**src/rtl/edgeq_pkg.sv**
```systemverilog
package edgeq_pkg;

    typedef enum logic {
        JUDGE_ARMED = 1'b0,
        JUDGE_HIGH  = 1'b1
    } judge_mode_e;

    function automatic int unsigned cnt_width(input int unsigned max_val);
        return (max_val < 2) ? 1 : $clog2(max_val + 1);
    endfunction

endpackage

```
**src/rtl/edgeq_sync.sv**
```systemverilog
module edgeq_sync #(
    parameter int unsigned STAGES    = 2,
    parameter logic        RESET_VAL = 1'b1
) (
    input  logic clk,
    input  logic rst,
    input  logic d_async,
    output logic q_sync
);
    logic [STAGES-1:0] chain_q;

    always_ff @(posedge clk) begin
        if (rst) begin
            chain_q <= {STAGES{RESET_VAL}};
        end else begin
            chain_q[0] <= d_async;
            for (int i = 1; i < int'(STAGES); i++) begin
                chain_q[i] <= chain_q[i-1];
            end
        end
    end

    assign q_sync = chain_q[STAGES-1];
endmodule

```
**src/rtl/edgeq_run_counter.sv**
```systemverilog
module edgeq_run_counter
    import edgeq_pkg::*;
#(
    parameter int unsigned MAX = 8,
    localparam int unsigned W  = cnt_width(MAX)
) (
    input  logic         clk,
    input  logic         rst,
    input  logic         clr,
    input  logic         inc,
    output logic [W-1:0] count,
    output logic         full
);
    always_ff @(posedge clk) begin
        if (rst || clr) begin
            count <= '0;
        end else if (inc && (count != W'(MAX))) begin
            count <= count + W'(1);
        end
    end

    assign full = (count == W'(MAX));
endmodule

```
**src/rtl/edgeq_judge.sv**
```systemverilog
module edgeq_judge
    import edgeq_pkg::*;
#(
    parameter int unsigned HIGH_CYCLES = 8,
    localparam int unsigned HW         = cnt_width(HIGH_CYCLES)
) (
    input  logic clk,
    input  logic rst,
    input  logic lvl,
    input  logic low_ready,
    output logic fire
);
    judge_mode_e    mode_q, mode_d;
    logic [HW-1:0]  hcnt_q, hcnt_d;
    logic [HW-1:0]  hcnt_next;
    logic           in_run;
    logic           fire_d;

    always_comb begin
        in_run    = lvl && ((mode_q == JUDGE_HIGH) || low_ready);
        hcnt_next = ((mode_q == JUDGE_HIGH) ? hcnt_q : '0) + HW'(1);
        fire_d    = in_run && (hcnt_next == HW'(HIGH_CYCLES));
        if (in_run && !fire_d) begin
            mode_d = JUDGE_HIGH;
            hcnt_d = hcnt_next;
        end else begin
            mode_d = JUDGE_ARMED;
            hcnt_d = '0;
        end
    end

    always_ff @(posedge clk) begin
        if (rst) begin
            mode_q <= JUDGE_ARMED;
            hcnt_q <= '0;
            fire   <= 1'b0;
        end else begin
            mode_q <= mode_d;
            hcnt_q <= hcnt_d;
            fire   <= fire_d;
        end
    end
endmodule

```
**src/rtl/irq_edge_qualifier.sv**
```systemverilog
module irq_edge_qualifier
    import edgeq_pkg::*;
#(
    parameter int unsigned SYNC_STAGES = 2,
    parameter int unsigned LOW_CYCLES  = 8,
    parameter int unsigned HIGH_CYCLES = 8
) (
    input  logic clk_i,
    input  logic rst_i,
    input  logic pin_async_i,
    output logic edge_pulse_o
);
    localparam int unsigned LW = cnt_width(LOW_CYCLES);

    logic          sync_lvl;
    logic [LW-1:0] low_count;
    logic          low_full;

    edgeq_sync #(
        .STAGES    (SYNC_STAGES),
        .RESET_VAL (1'b1)
    ) u_sync (
        .clk     (clk_i),
        .rst     (rst_i),
        .d_async (pin_async_i),
        .q_sync  (sync_lvl)
    );

    edgeq_run_counter #(
        .MAX (LOW_CYCLES)
    ) u_low_run (
        .clk   (clk_i),
        .rst   (rst_i),
        .clr   (sync_lvl),
        .inc   (!sync_lvl),
        .count (low_count),
        .full  (low_full)
    );

    edgeq_judge #(
        .HIGH_CYCLES (HIGH_CYCLES)
    ) u_judge (
        .clk       (clk_i),
        .rst       (rst_i),
        .lvl       (sync_lvl),
        .low_ready (low_full),
        .fire      (edge_pulse_o)
    );
endmodule

```
**config.mk**
```make
export PLATFORM = sky130hd
export DESIGN_NAME = irq_edge_qualifier
export DESIGN_NICKNAME = d
export VERILOG_FILES = /design/src/rtl/edgeq_pkg.sv /design/src/rtl/edgeq_sync.sv /design/src/rtl/edgeq_run_counter.sv /design/src/rtl/edgeq_judge.sv /design/src/rtl/irq_edge_qualifier.sv
export SDC_FILE = /design/constraint.sdc
export NUM_CORES = 1
export LEC_CHECK = 0
export BUFFER_PORTS_ARGS = -buffer_cell sky130_fd_sc_hd__buf_2
export CAP_MARGIN = 5
export CORE_AREA = 2 2 39 41
export DETAILED_ROUTE_END_ITERATION = 10
export DIE_AREA = 0 0 41 43
export PLACE_DENSITY = 0.63
export SYNTH_ARGS = -nofsm -noshare
export SYNTH_HDL_FRONTEND = slang
export SYNTH_SLANG_ARGS = --single-unit
```
**constraint.sdc**
```tcl
create_clock -name clk_i -period 2.4 [get_ports clk_i]
set_clock_uncertainty 0.1 [all_clocks]
set_input_delay 0.24 -clock clk_i [delete_from_list [all_inputs] [get_ports clk_i]]
set_output_delay 0.24 -clock clk_i [all_outputs]
set_load 0.1 [all_outputs]
```
# ---- After elaboration in Yosys (flattened, before gate mapping)
# Index checks and enable logic that the tools add are counted.
dict set report word_totals {
  word_cells 22
  mem_count 0
  latchBits 0
  mem_bits_ro 0
  ramBits 0
  ff_bits 12
}
dict set report op_classes {
  n_lt_le_gt_ge 0
  addsub 2
  reduce_logical 9
  n_shift 0
  eq_ne 3
  mul 0
  mux 2
  bitwise_logic 1
  div 0
}
# op count
set op_table {}
lappend op_table {{adder 4 x 1 -> 4 bit (second input constant)} 2}
lappend op_table {{equality test 4 bit (second input constant)} 2}
lappend op_table {{logical AND 1 bit} 4}
lappend op_table {{two-way mux 4 bit} 1}
lappend op_table {{inequality test 4 bit (second input constant)} 1}
lappend op_table {{logical NOT 1 bit} 2}
lappend op_table {{logical OR 1 bit} 2}
lappend op_table {{OR reduction 2 bit} 1}
lappend op_table {{two-way mux 1 bit} 1}
lappend op_table {{inverter 1 bit} 1}

# ---- Depth between registers and ports, before layout
dict set report logic_depth {
  depth_word 8
  mapped_depth 5
  depth_no_buf 5
}

# ---- Hierarchy
# From an unflattened synthesis, not the netlist that was laid out.
dict set report hier_totals {
  cells_unflattened 56
  area_unflattened_um2 559.3
}
# module cells_per_inst n_inst area_per_inst_um2
set modules_own_cells {}
lappend modules_own_cells {edgeq_judge 26 1 279.0}
lappend modules_own_cells {edgeq_run_counter 25 1 224.0}
lappend modules_own_cells {edgeq_sync 4 1 52.6}
lappend modules_own_cells {irq_edge_qualifier 1 1 3.8}

# ---- Worst setup path after synthesis
# OpenSTA, ideal clock, no wires.
dict set report synth_timing {
  path_type {reg-to-reg}
  from {register u_judge.mode_q}
  to {register u_judge.fire}
  setup_time_ps 116
  synth_period_minus_slack_ps 1483
  t_required_ps 2184
  stages_incl_launch_ff 6
  path_slack_ps 917
  arrival_ps 1268
  cell_sequence {dfxtp_1 and2_1 ha_1 a21bo_1 and3_4 and3b_1}
}
dict set report synth_via {
  elab_chain_cells 4
  word_cells_on_any_way 6
}
# item line
set synth_rtl {}
lappend synth_rtl {{from (decl)} edgeq_judge.sv:13} ;# judge_mode_e mode_q, mode_d;
lappend synth_rtl {{from (signal assigned)} edgeq_judge.sv:38} ;# mode_q <= mode_d;
lappend synth_rtl {{two-way mux 4 bit} edgeq_judge.sv:21} ;# hcnt_next = ((mode_q == JUDGE_HIGH) ? hcnt_q : '0) + HW'(1);
lappend synth_rtl {{adder 4 x 1 -> 4 bit} edgeq_judge.sv:21}
lappend synth_rtl {{equality test 4 bit} edgeq_judge.sv:22} ;# fire_d = in_run && (hcnt_next == HW'(HIGH_CYCLES));
lappend synth_rtl {{logical AND 1 bit *} edgeq_judge.sv:22}
lappend synth_rtl {{to (signal assigned)} edgeq_judge.sv:40} ;# fire <= fire_d;
lappend synth_rtl {{to (decl)} edgeq_judge.sv:11} ;# output logic fire
# Mark *: on every way between the ends. The rest lies on a longest branch, timed or not.
# A chain may end at the register's enable or synchronous reset.

# ---- Worst setup path after layout
dict set report layout_timing {
  from {register u_judge.mode_q}
  to {register u_judge.hcnt_q[0]}
}
dict set report layout_via {
  elab_chain_cells 8
  word_cells_on_any_way 10
}
# item line
set layout_rtl {}
lappend layout_rtl {{two-way mux 4 bit} edgeq_judge.sv:21}
lappend layout_rtl {{adder 4 x 1 -> 4 bit} edgeq_judge.sv:21}
lappend layout_rtl {{equality test 4 bit} edgeq_judge.sv:22}
lappend layout_rtl {{logical AND 1 bit} edgeq_judge.sv:22}
lappend layout_rtl {{logical NOT 1 bit} edgeq_judge.sv:23} ;# if (in_run && !fire_d) begin
lappend layout_rtl {{logical AND 1 bit} edgeq_judge.sv:23}
lappend layout_rtl {{inverter 1 bit (no source line)} n/a}
lappend layout_rtl {{OR reduction 2 bit (no source line)} n/a}
lappend layout_rtl {{to (signal assigned)} edgeq_judge.sv:39} ;# hcnt_q <= hcnt_d;
lappend layout_rtl {{to (decl)} edgeq_judge.sv:14} ;# logic [HW-1:0] hcnt_q, hcnt_d;
# Parallel ways exist; a longest one is shown, timed or not.

==> flow_summary.ini <==
[clock_tree]
clock_sinks = 12
clock-root-buffer = clkbuf_4
ctsResizeCount = 0
cts_setup_buffers = 0
clock_latency_ps = 280
htreeDepth = 1
cts_hold_buf = 0
cts_buffer_depth = 2
cts_tree = built
cts_made_buffers = 3
path_clk_slew_ps = 80

[sta]
maxSlewViolCount = 0
finalSetupTns_ps = 0
timing.fmax_ghz = 0.609
finalSetupViolations = 0
worstMarginPinSlew_ps = 483
rsz0062_at_grt = false
hold_viol = 0
fin_crit_ps = 1640
min_period_over_period = 0.685
slew_headroom = 0.680

[power_and_ir_drop]
clkPwrFrac = 0.439
p_comb_frac = 0.019
pwr-share-seq = 0.541
power.switching_mw = 0.0772
swShare = 0.206
p_int_mw = 0.297
power_density_nw_per_um2 = 621
p_leak_nw = 0.248
vdd_drop_max_mv = 0.310
power_mw = 0.374

[setup_path]
r2r_setup_slack_ps = 760
max_stage_delay_ps = 470
r2r_cells = 5
worstReg2RegStart = u_judge.mode_q
cp_top_family = flip-flops
cp-end-kind = register
slowest_stage = dfxtp_1
reg2reg_to = u_judge.hcnt_q[0]
worstPathRequired_ps = 2490
critPathBufInv = 0
cp-start-kind = register
crit_fanout = 7
crit_cells = 5
crit_arrival_ps = 1740
critPathKind = reg -> reg
path_cells = and2_1, ha_1, a21bo_1, and3_4, a211oi_1

[logic_synthesis]
synth_fa_ha_area_frac = 0.0943
ys_ff_latch = 12
synth-xor-area-share = 0.0330
yosysTopAreaCell = dfxtp_1
synth_compound_area_frac = 0.0967
synth.yosys.seq_area_share = 0.453
synthArstFlopShare = 0
syn_avg_cell_area_um2 = 10.6
synthTopCellsByArea = dfxtp_1, ha_1, and3b_1
yosysWarnings = 0
syn-num-nets = 57
ys.flop_type = dfxtp_1
synth-edff-count = 0
netlist.area_leader.share = 0.453
synthCells = 50
synthMuxAreaShare = 0.0448
synth_area_um2 = 531
ys_types = 22
synth_top_family_by_area = simple AND/OR/NAND/NOR gates
yosysMostFrequentCell = dfxtp_1
synth_commonest_cells = dfxtp_1, ha_1
yosys.area_share.simple = 0.257

[worst_hold_path]
hold_class = in -> reg
whs_path_depth = 2
hold_start = pin_async_i
min_to = u_sync.chain_q[0]

[placed_design]
gp_congestion = 0.791
placed_cell_area_um2 = 566
port_buffers = 3

[global_routing]
grt_antenna_before_repair = 0
grt_pass1_vias = 337
grt_pass1_wl_mm = 1.38
grt_max_degree = 8
grt-ovfl-total = 0
grtUsageTotal = 0.121

[floorplan]
die_h_um = 43
pin_count = 4
die_w_um = 41
core_area_um2 = 1380
dieArea_um2 = 1760
row_count = 14
initial_core_util = 0.383

[finish]
syn_to_final_growth_pct = 13.4
final_layout_size_suffix_gt1_frac = 0.193
fin_nets = 65
diodes = 0
stdcell_area_um2 = 602
fillers = 133

[detailed_routing]
drc = 0
ant_nets = 0
finalWirelength_um = 810
drt_iter0_drc = 10
drt-wirelength-per-cell_um = 11.1
vias = 352
dr.pass1.iters = 4
post_drt_via_cell_ratio = 4.82

[run_status]
status = completed

[flow_run]
cap_violations = 0
## metal layers
| metal | share of wire | global-route usage | vias to the layer above |
|---|---|---|---|
| li1 | - | - | 189 |
| met1 | 0.53 | 0.156 | 152 |
| met2 | 0.40 | 0.159 | 6 |
| met3 | 0.030 | 0.0314 | 5 |
| met4 | 0.043 | 0.100 | 0 |
| met5 | 0 | 0 | - |
## cells in the final DEF, fill, tap and decap left out, drive strengths merged, types with 3 or more instances in the layout
cell     n
and3b    3
a211oi   3
nor3     3
nand3b   3
buf      3
ha       4
clkbuf   4
dfxtp   12
inv      3
## sequential cells by signal, indices dropped and copies added (netlist names)
register         count
u_judge.mode_q       1
u_judge.fire         1
u_sync.chain_q       2
u_low_run.count      4
u_judge.hcnt_q       4
## how the worst max path moves through the flow
| stage | start | end | slack [ps] |
|---|---|---|---|
| final | u_judge.mode_q | u_judge.hcnt_q[0] | 760 |
| after global routing | u_judge.mode_q | u_judge.hcnt_q[1] | 650 |
| after CTS | u_judge.mode_q | u_judge.hcnt_q[0] | 760 |
| after detailed placement | u_judge.mode_q | u_judge.hcnt_q[0] | 790 |
| after global placement | u_judge.mode_q | u_judge.hcnt_q[1] | 820 |
| after floorplan | u_judge.mode_q | u_judge.fire | 920 |
## cell families (layout without fill, tap and decap cells)
group | count (synthesis) | after routing
compound gates | 7 | 7
xor+xnor | 2 | 2
fa+ha+maj | 4 | 4
buf+inv | 3 | 10
flops | 12 | 12
mux | 2 | 2
simple gates | 20 | 20
## per-stage QoR
stage,instances,hold WS [ps],util,setup slack (ps)
global route,73,28.6,0.435,647
global placement,69,290,0.409,824
floorplan,50,213,-,917
finish,73,40.7,0.435,757
detailed placement,69,295,0.409,785
CTS,73,31.2,0.435,760
## area by class of cell
type	count	area, um2	area share
Timing Repair Buffer	3	15.0	0.0249
Inverter	3	11.3	0.0187
Clock buffer	4	36.3	0.0603
Multi-Input combinational cell	35	279	0.464
Sequential cell	12	240	0.399
Tap cell	16	20.0	0.0333
## power by group through the flow
| stage | sequential, mW | clock (mW) | combinational, mW |
|---|---|---|---|
| after floorplan | 0.207 | 0 | 0.00376 |
| after global placement | 0.207 | 0 | 0.00696 |
| after detailed placement | 0.207 | 0 | 0.00733 |
| after CTS | 0.203 | 0.170 | 0.00737 |
| after global routing | 0.203 | 0.177 | 0.00811 |
| final | 0.202 | 0.164 | 0.00719 |
No activity file was read; power rests on OpenSTA's default activity.
